<file path="config.mk">
export PLATFORM = sky130hd
export DESIGN_NAME = vdma_engine
export DESIGN_NICKNAME = d
export VERILOG_FILES = /design/src/rtl/vdma_pkg.sv /design/src/rtl/vdma_regs.sv /design/src/rtl/vdma_seq.sv /design/src/rtl/vdma_engine.sv
export SDC_FILE = /design/constraint.sdc
export NUM_CORES = 1
export LEC_CHECK = 0
export ABC_AREA = 1
export BUFFER_PORTS_ARGS = -buffer_cell sky130_fd_sc_hd__buf_2
export CAP_MARGIN = 20
export CORE_MARGIN = 4
export CORE_UTILIZATION = 55
export CTS_BUF_LIST = sky130_fd_sc_hd__clkbuf_8
export CTS_CLUSTER_SIZE = 20
export DETAILED_ROUTE_END_ITERATION = 8
export GPL_TIMING_DRIVEN = 0
export PLACE_DENSITY = 0.94
export SETUP_SLACK_MARGIN = 0.2
export SYNTH_ARGS = -nofsm -noshare
export SYNTH_HDL_FRONTEND = slang
export SYNTH_SLANG_ARGS = --single-unit
export TNS_END_PERCENT = 20
</file>
<file path="constraint.sdc">
create_clock -name clk -period 5.7 [get_ports clk]
set_input_delay 0 -clock clk [delete_from_list [all_inputs] [get_ports clk]]
set_output_delay 0 -clock clk [all_outputs]
set_load 0.01 [all_outputs]
</file>
<file path="src/rtl/vdma_pkg.sv">
package vdma_pkg;
  localparam int LEN_W  = 16;
  localparam int SRC_W  = 23;
  localparam int DATA_W = 16;
  localparam int DST_W  = 16;
  localparam int RA_W   = 5;

  localparam logic [RA_W-1:0] RA_MODE2 = 5'h01;
  localparam logic [RA_W-1:0] RA_STEP  = 5'h0F;
  localparam logic [RA_W-1:0] RA_LENL  = 5'h13;
  localparam logic [RA_W-1:0] RA_LENH  = 5'h14;
  localparam logic [RA_W-1:0] RA_SRCL  = 5'h15;
  localparam logic [RA_W-1:0] RA_SRCM  = 5'h16;
  localparam logic [RA_W-1:0] RA_SRCH  = 5'h17;
  localparam int EN_BIT = 4;

  typedef enum logic [1:0] {XM_BUS, XM_FILL, XM_VCOPY} xfer_mode_e;
  typedef enum logic [1:0] {SQ_IDLE, SQ_ARM, SQ_RD, SQ_WR} seq_state_e;

  function automatic xfer_mode_e decode_mode(input logic t1, input logic t0);
    if (!t1)     return XM_BUS;
    else if (!t0) return XM_FILL;
    else          return XM_VCOPY;
  endfunction
endpackage

</file>
<file path="src/rtl/vdma_regs.sv">
module vdma_regs
  import vdma_pkg::*;
(
  input  logic              clk,
  input  logic              rst_n,
  input  logic              reg_we,
  input  logic [RA_W-1:0]   reg_addr,
  input  logic [7:0]        reg_wdata,
  input  logic [RA_W-1:0]   reg_raddr,
  output logic [7:0]        reg_rdata,
  input  logic              busy,
  input  logic              word_done,
  output logic              dma_en,
  output logic [7:0]        step,
  output logic [LEN_W-1:0]  len,
  output logic [SRC_W-1:0]  src,
  output xfer_mode_e        mode
);
  logic [7:0]       mode2_q, mode2_d;
  logic [7:0]       step_q, step_d;
  logic [LEN_W-1:0] len_q, len_d;
  logic [SRC_W-1:0] src_q, src_d;
  logic             thi_q, thi_d;
  logic             xfer_reg;
  logic             wr_ok;

  assign xfer_reg = (reg_addr >= RA_LENL) && (reg_addr <= RA_SRCH);
  assign wr_ok    = reg_we && !(busy && xfer_reg);
  assign mode     = decode_mode(thi_q, src_q[SRC_W-1]);

  always_comb begin
    mode2_d = mode2_q;
    step_d  = step_q;
    len_d   = len_q;
    src_d   = src_q;
    thi_d   = thi_q;
    if (wr_ok) begin
      case (reg_addr)
        RA_MODE2: mode2_d = reg_wdata;
        RA_STEP:  step_d  = reg_wdata;
        RA_LENL:  len_d[7:0]  = reg_wdata;
        RA_LENH:  len_d[15:8] = reg_wdata;
        RA_SRCL:  src_d[7:0]  = reg_wdata;
        RA_SRCM:  src_d[15:8] = reg_wdata;
        RA_SRCH:  begin
          thi_d = reg_wdata[7];
          src_d[SRC_W-1:16] = reg_wdata[6:0];
        end
        default: ;
      endcase
    end
    if (word_done) begin
      len_d = len_q - LEN_W'(1);
      case (mode)
        XM_BUS:   src_d[SRC_W-2:0] = src_q[SRC_W-2:0] + (SRC_W-1)'(1);
        XM_VCOPY: src_d[15:0]      = src_q[15:0] + 16'd1;
        default: ;
      endcase
    end
  end

  always_ff @(posedge clk or negedge rst_n) begin
    if (!rst_n) begin
      mode2_q <= '0;
      step_q  <= '0;
      len_q   <= '0;
      src_q   <= '0;
      thi_q   <= 1'b0;
    end else begin
      mode2_q <= mode2_d;
      step_q  <= step_d;
      len_q   <= len_d;
      src_q   <= src_d;
      thi_q   <= thi_d;
    end
  end

  always_comb begin
    case (reg_raddr)
      RA_MODE2: reg_rdata = mode2_q;
      RA_STEP:  reg_rdata = step_q;
      RA_LENL:  reg_rdata = len_q[7:0];
      RA_LENH:  reg_rdata = len_q[15:8];
      RA_SRCL:  reg_rdata = src_q[7:0];
      RA_SRCM:  reg_rdata = src_q[15:8];
      RA_SRCH:  reg_rdata = {thi_q, src_q[SRC_W-1:16]};
      default:  reg_rdata = 8'h00;
    endcase
  end

  assign dma_en = mode2_q[EN_BIT];
  assign step   = step_q;
  assign len    = len_q;
  assign src    = src_q;


  lenlo_locked_chk: assert property (@(posedge clk) disable iff (!rst_n)
    (reg_we && busy && reg_addr == RA_LENL && !word_done) |=> $stable(len_q));

  src_locked_chk: assert property (@(posedge clk) disable iff (!rst_n)
    (reg_we && busy && reg_addr == RA_SRCH && !word_done) |=> $stable(src_q) && $stable(thi_q));
endmodule

</file>
<file path="src/rtl/vdma_seq.sv">
module vdma_seq
  import vdma_pkg::*;
(
  input  logic              clk,
  input  logic              rst_n,
  input  logic              dma_en,
  input  logic [7:0]        step,
  input  logic [LEN_W-1:0]  len,
  input  logic [SRC_W-1:0]  src,
  input  xfer_mode_e        mode,
  input  logic              cmd_we,
  input  logic [DST_W-1:0]  cmd_dest,
  input  logic              data_we,
  input  logic [DATA_W-1:0] data_wdata,
  output logic              busy,
  output logic              word_done,
  output logic              hreq,
  output logic [SRC_W-1:0]  haddr,
  input  logic              hack,
  input  logic [DATA_W-1:0] hrdata,
  output logic              vreq,
  output logic [DST_W-1:0]  vaddr,
  input  logic              vack,
  input  logic [DATA_W-1:0] vrdata,
  output logic              wreq,
  output logic [DST_W-1:0]  waddr,
  output logic [DATA_W-1:0] wdata,
  input  logic              wack
);
  seq_state_e        st_q, st_d;
  logic [DST_W-1:0]  dest_q, dest_d;
  logic [DATA_W-1:0] data_q, data_d;
  logic              last;

  assign last  = (len == LEN_W'(1));
  assign busy  = (st_q != SQ_IDLE);
  assign hreq  = (st_q == SQ_RD) && (mode == XM_BUS);
  assign vreq  = (st_q == SQ_RD) && (mode == XM_VCOPY);
  assign wreq  = (st_q == SQ_WR);
  assign haddr = src;
  assign vaddr = src[DST_W-1:0];
  assign waddr = dest_q;
  assign wdata = data_q;

  always_comb begin
    st_d      = st_q;
    dest_d    = dest_q;
    data_d    = data_q;
    word_done = 1'b0;
    case (st_q)
      SQ_IDLE: if (cmd_we && dma_en) begin
        dest_d = cmd_dest;
        st_d   = (mode == XM_FILL) ? SQ_ARM : SQ_RD;
      end
      SQ_ARM: if (data_we) begin
        data_d = data_wdata;
        st_d   = SQ_WR;
      end
      SQ_RD: begin
        if (hreq && hack) begin
          data_d = hrdata;
          st_d   = SQ_WR;
        end else if (vreq && vack) begin
          data_d = vrdata;
          st_d   = SQ_WR;
        end
      end
      SQ_WR: if (wack) begin
        word_done = 1'b1;
        dest_d    = dest_q + DST_W'(step);
        if (last)                 st_d = SQ_IDLE;
        else if (mode == XM_FILL) st_d = SQ_WR;
        else                      st_d = SQ_RD;
      end
      default: st_d = SQ_IDLE;
    endcase
  end

  always_ff @(posedge clk or negedge rst_n) begin
    if (!rst_n) begin
      st_q   <= SQ_IDLE;
      dest_q <= '0;
      data_q <= '0;
    end else begin
      st_q   <= st_d;
      dest_q <= dest_d;
      data_q <= data_d;
    end
  end


  wr_hold_chk: assert property (@(posedge clk) disable iff (!rst_n)
    (wreq && !wack) |=> (wreq && $stable(waddr) && $stable(wdata)));

  hrd_hold_chk: assert property (@(posedge clk) disable iff (!rst_n)
    (hreq && !hack) |=> (hreq && $stable(haddr)));

  one_req_chk: assert property (@(posedge clk) disable iff (!rst_n)
    $onehot0({hreq, vreq, wreq}));

  fill_wait_chk: assert property (@(posedge clk) disable iff (!rst_n)
    (st_q == SQ_ARM && !data_we) |=> !wreq);
endmodule

</file>
<file path="src/rtl/vdma_engine.sv">
module vdma_engine
  import vdma_pkg::*;
(
  input  logic              clk,
  input  logic              rst_n,
  input  logic              reg_we,
  input  logic [4:0]        reg_addr,
  input  logic [7:0]        reg_wdata,
  input  logic [4:0]        reg_raddr,
  output logic [7:0]        reg_rdata,
  input  logic              cmd_we,
  input  logic [15:0]       cmd_dest,
  input  logic              data_we,
  input  logic [15:0]       data_wdata,
  output logic              busy,
  output logic              hreq,
  output logic [22:0]       haddr,
  input  logic              hack,
  input  logic [15:0]       hrdata,
  output logic              vreq,
  output logic [15:0]       vaddr,
  input  logic              vack,
  input  logic [15:0]       vrdata,
  output logic              wreq,
  output logic [15:0]       waddr,
  output logic [15:0]       wdata,
  input  logic              wack
);
  logic [1:0]       rst_pipe_q;
  logic             rst_i_n;
  logic             dma_en;
  logic             word_done;
  logic [7:0]       step;
  logic [LEN_W-1:0] len;
  logic [SRC_W-1:0] src;
  xfer_mode_e       mode;

  always_ff @(posedge clk or negedge rst_n) begin
    if (!rst_n) rst_pipe_q <= 2'b00;
    else        rst_pipe_q <= {rst_pipe_q[0], 1'b1};
  end
  assign rst_i_n = rst_pipe_q[1];

  vdma_regs u_regs (
    .clk(clk), .rst_n(rst_i_n),
    .reg_we(reg_we), .reg_addr(reg_addr), .reg_wdata(reg_wdata),
    .reg_raddr(reg_raddr), .reg_rdata(reg_rdata),
    .busy(busy), .word_done(word_done),
    .dma_en(dma_en), .step(step), .len(len), .src(src), .mode(mode)
  );

  vdma_seq u_seq (
    .clk(clk), .rst_n(rst_i_n),
    .dma_en(dma_en), .step(step), .len(len), .src(src), .mode(mode),
    .cmd_we(cmd_we), .cmd_dest(cmd_dest),
    .data_we(data_we), .data_wdata(data_wdata),
    .busy(busy), .word_done(word_done),
    .hreq(hreq), .haddr(haddr), .hack(hack), .hrdata(hrdata),
    .vreq(vreq), .vaddr(vaddr), .vack(vack), .vrdata(vrdata),
    .wreq(wreq), .waddr(waddr), .wdata(wdata), .wack(wack)
  );


  gate_off_chk: assert property (@(posedge clk) disable iff (!rst_i_n)
    (cmd_we && !dma_en && !busy) |=> !busy);
endmodule

</file>
==> results.ini <==
[status]
status=finished clean

[die]
die_w_um=119
die_h_um=119
dieArea_um2=14100
rows=40
ios=173
start_util=0.562
core_area_um2=12000

[layout]
drive_above_1_share=0.193
fin_cells=1412
area_growth_syn_to_layout_pct=27.5
final_core_util=0.717
fill_cells=959
nets=1365
fin_area_um2=8610

[hold_path]
whs_path_depth=5
holdPathEnd=u_regs.src[8]$_DFF_PN0_
hp-start=reg_wdata[0]
hp-class=in -> reg

[synthesis]
synth_top_area_share=0.341
synth-compound-area-share=0.139
synth_fa_ha_area_frac=0.0326
syn-mean-instance-area_um2=6.63
syn_nets=1126
yosysWarnings=0
synthMuxAreaShare=0
yosysTopAreaCell=dfrtp_1
synth-simple-area-share=0.357
yosys.cell_types.count=41
synth-seq-cells=92
syn_inst=1019
synth.cell_area_um2=6750
yosysSeqAreaShare=0.341
synth_xor_area_frac=0.0169
synth_top_family_by_area=simple AND/OR/NAND/NOR gates
synth_area_leaders=dfrtp_1 34%, nand2_1 15%, inv_1 7.1%, nor2_1 6.9%, nand3_1 6.4%

[critical_path]
arrival_ns=3.03
rr_worst_depth=12
critPathMaxFanout=10
required_ns=5.97
start_kind=flip-flop
timing.rr.start=u_seq.st_q[0]$_DFFE_PN0P_
r2r_end=u_seq.wdata[7]$_DFFE_PN0P_
worstSetupEndpointType=flip-flop
regToRegSetupSlack_ns=2.93
critical_path_class=reg -> reg

[detailed_routing]
wl_met1_mm=9.50
routed-via-count=8026
drtAntennaViolNets=0
drc_errors=0
routed_wl_mm=24.2
routed.top_layer=met4
dr.pass1.iters=6
wl_per_cell_um=17.1
route.met2.wl_mm=10.9
viasPerCell=5.68
first_iter_violations=920
wl_met3_mm=2.57

[clock_network]
postCtsSetupRepairBufs=0
path_clk_slew_ns=0.10
clock_path_buffers=2
tritoncts=built
cts_max_level=3
clk_latency_ns=0.38
cts_buffers=9
cts_sinks=92
clock-root-buffer=clkbuf_8

[timing]
hold_ws_ns=0.0324
finalHoldViolCount=0
rsz0062_at_grt=no
fmax_mhz=361
slew-limit-headroom=0.566
min_period_ns=2.77
skew_ns=0.0125
setup_viol=0
worst_slack_ns=2.93
final_max_slew_viol_count=0
tns_ns=0
fin_crit_sh=0.486
worstMarginPinSlew_ns=0.644

[grt]
grt_max_degree=70
grt_util_all_layers=0.342
grt-ovfl-total=0
antenna_found_initial=1
grt_pass1_wl_mm=38.9
grt_pass1_vias=7617

[power]
finalPower_mw=4.21
peakVddDrop_mv=0.284
p_leak_nw=4.47
powerDensity_nw_per_um2=489

[placed_design]
place_area_um2=7820
dp.final_hpwl_mm=16.9
place_congestion=0.957
numPortBuffers=171
pre_cts_ws_ns=3.62
dp.cells=1338

[flow_run]
cap_viol_max_count=0

==> cells by family after synthesis <==
logic type      Yosys count
compound gates          164
xor+xnor                 13
fa+ha+maj                17
buf+inv                 176
flops                    92
other cells               1
simple gates            556
==> cells in the mapped netlist (all sizes together) <==
cell / number
a21oi: 35
buf: 28
xnor2: 3
nand2: 285
nand3: 89
o21a: 1
a22oi: 3
nand3b: 8
or2: 4
inv: 134
xor2: 10
a31oi: 2
nor3: 9
a21o: 1
nor2: 132
fa: 1
o211ai: 23
conb: 1
nand4: 25
ha: 16
and2: 1
o31ai: 3
o22ai: 10
dfrtp: 92
nor4: 3
o2111ai: 5
clkbuf: 13
o21ai: 79
clkinv: 1
a21boi: 2
==> placed cells by master (no fill, tap or decap), drive strengths merged, types with 4 or more instances in the layout <==
cell type,instances
nor3,9
dfrtp,92
o2111ai,5
or2,4
nand3b,8
nor2,132
xor2,10
o22ai,10
o211ai,23
inv,135
o21ai,79
nand4,25
nand2,285
a21oi,35
ha,16
dlygate4sd3,56
buf,200
clkbuf,25
nand3,89
==> sequential cells by signal, summed over array words and instances, names as in the netlist, 2 cells and up <==
signal / count
u_regs.len: 16
u_regs.src: 23
u_regs.step: 8
rst_pipe_q: 2
u_regs.mode2_q: 8
u_seq.waddr: 16
u_seq.st_q: 2
u_seq.wdata: 16
==> report_power, final <==
group	internal (mW)	leakage [nW]	switching [mW]
sequential	0.942	1.10	0.365
combinational	0.939	3.26	1.47
clock	0.241	0.109	0.252
==> worst max-delay path by stage <==
stage | from | endpoint | slack, ns | cells past startpoint
after global placement | rst_pipe_q[1]$_DFF_PN0_ | u_seq.wdata[8]$_DFFE_PN0P_ | 1.87 | 0
final | u_seq.st_q[0]$_DFFE_PN0P_ | u_seq.wdata[7]$_DFFE_PN0P_ | 2.93 | 12
after floorplan | rst_pipe_q[1]$_DFF_PN0_ | u_regs.len[0]$_DFFE_PN0P_ | 2.95 | 0
after global routing | u_seq.st_q[0]$_DFFE_PN0P_ | u_seq.wdata[7]$_DFFE_PN0P_ | 2.77 | 12
after detailed placement | u_seq.st_q[0]$_DFFE_PN0P_ | u_seq.wdata[15]$_DFFE_PN0P_ | 3.62 | 11
after CTS | u_seq.st_q[0]$_DFFE_PN0P_ | u_seq.wdata[12]$_DFFE_PN0P_ | 3.09 | 13
==> metal layers <==
layer,track usage,up-vias
met5,0,-
met3,0.0703,109
li1,-,3787
met4,0.189,0
met2,0.540,531
met1,0.439,3599
==> what timing repair did <==
item                                   CTS  global route
hold buffers                            56             0
resized for setup                        0             0
endpoints found under the hold margin   41             0
==> worst max-delay path, cell delays in order (launching register included) <==
cell           delay [ns]
dfrtp_1              0.42
inv_1                0.14
ha_1                 0.17
buf_4                0.16
inv_2                0.06
nor2_4               0.24
nand2_4              0.14
clkbuf_1             0.27
nand2_1              0.12
nand3_1              0.12
o211ai_1             0.16
dlygate4sd3_1        0.60
nand2_1              0.06
==> layout make-up <==
class                   instances  area, um2  share of cell area
well taps                     147        184              0.0214
diodes                          2       5.00            0.000581
clock inverters                 4       55.1             0.00639
inverters                     135        507              0.0589
multi-input cells             751       3690               0.429
plain buffers                  41        253              0.0294
clock buffers                  12        165              0.0192
repair buffers                228       1440               0.168
flip-flops and latches         92       2310               0.268
Power figures use the tool's default switching activity.
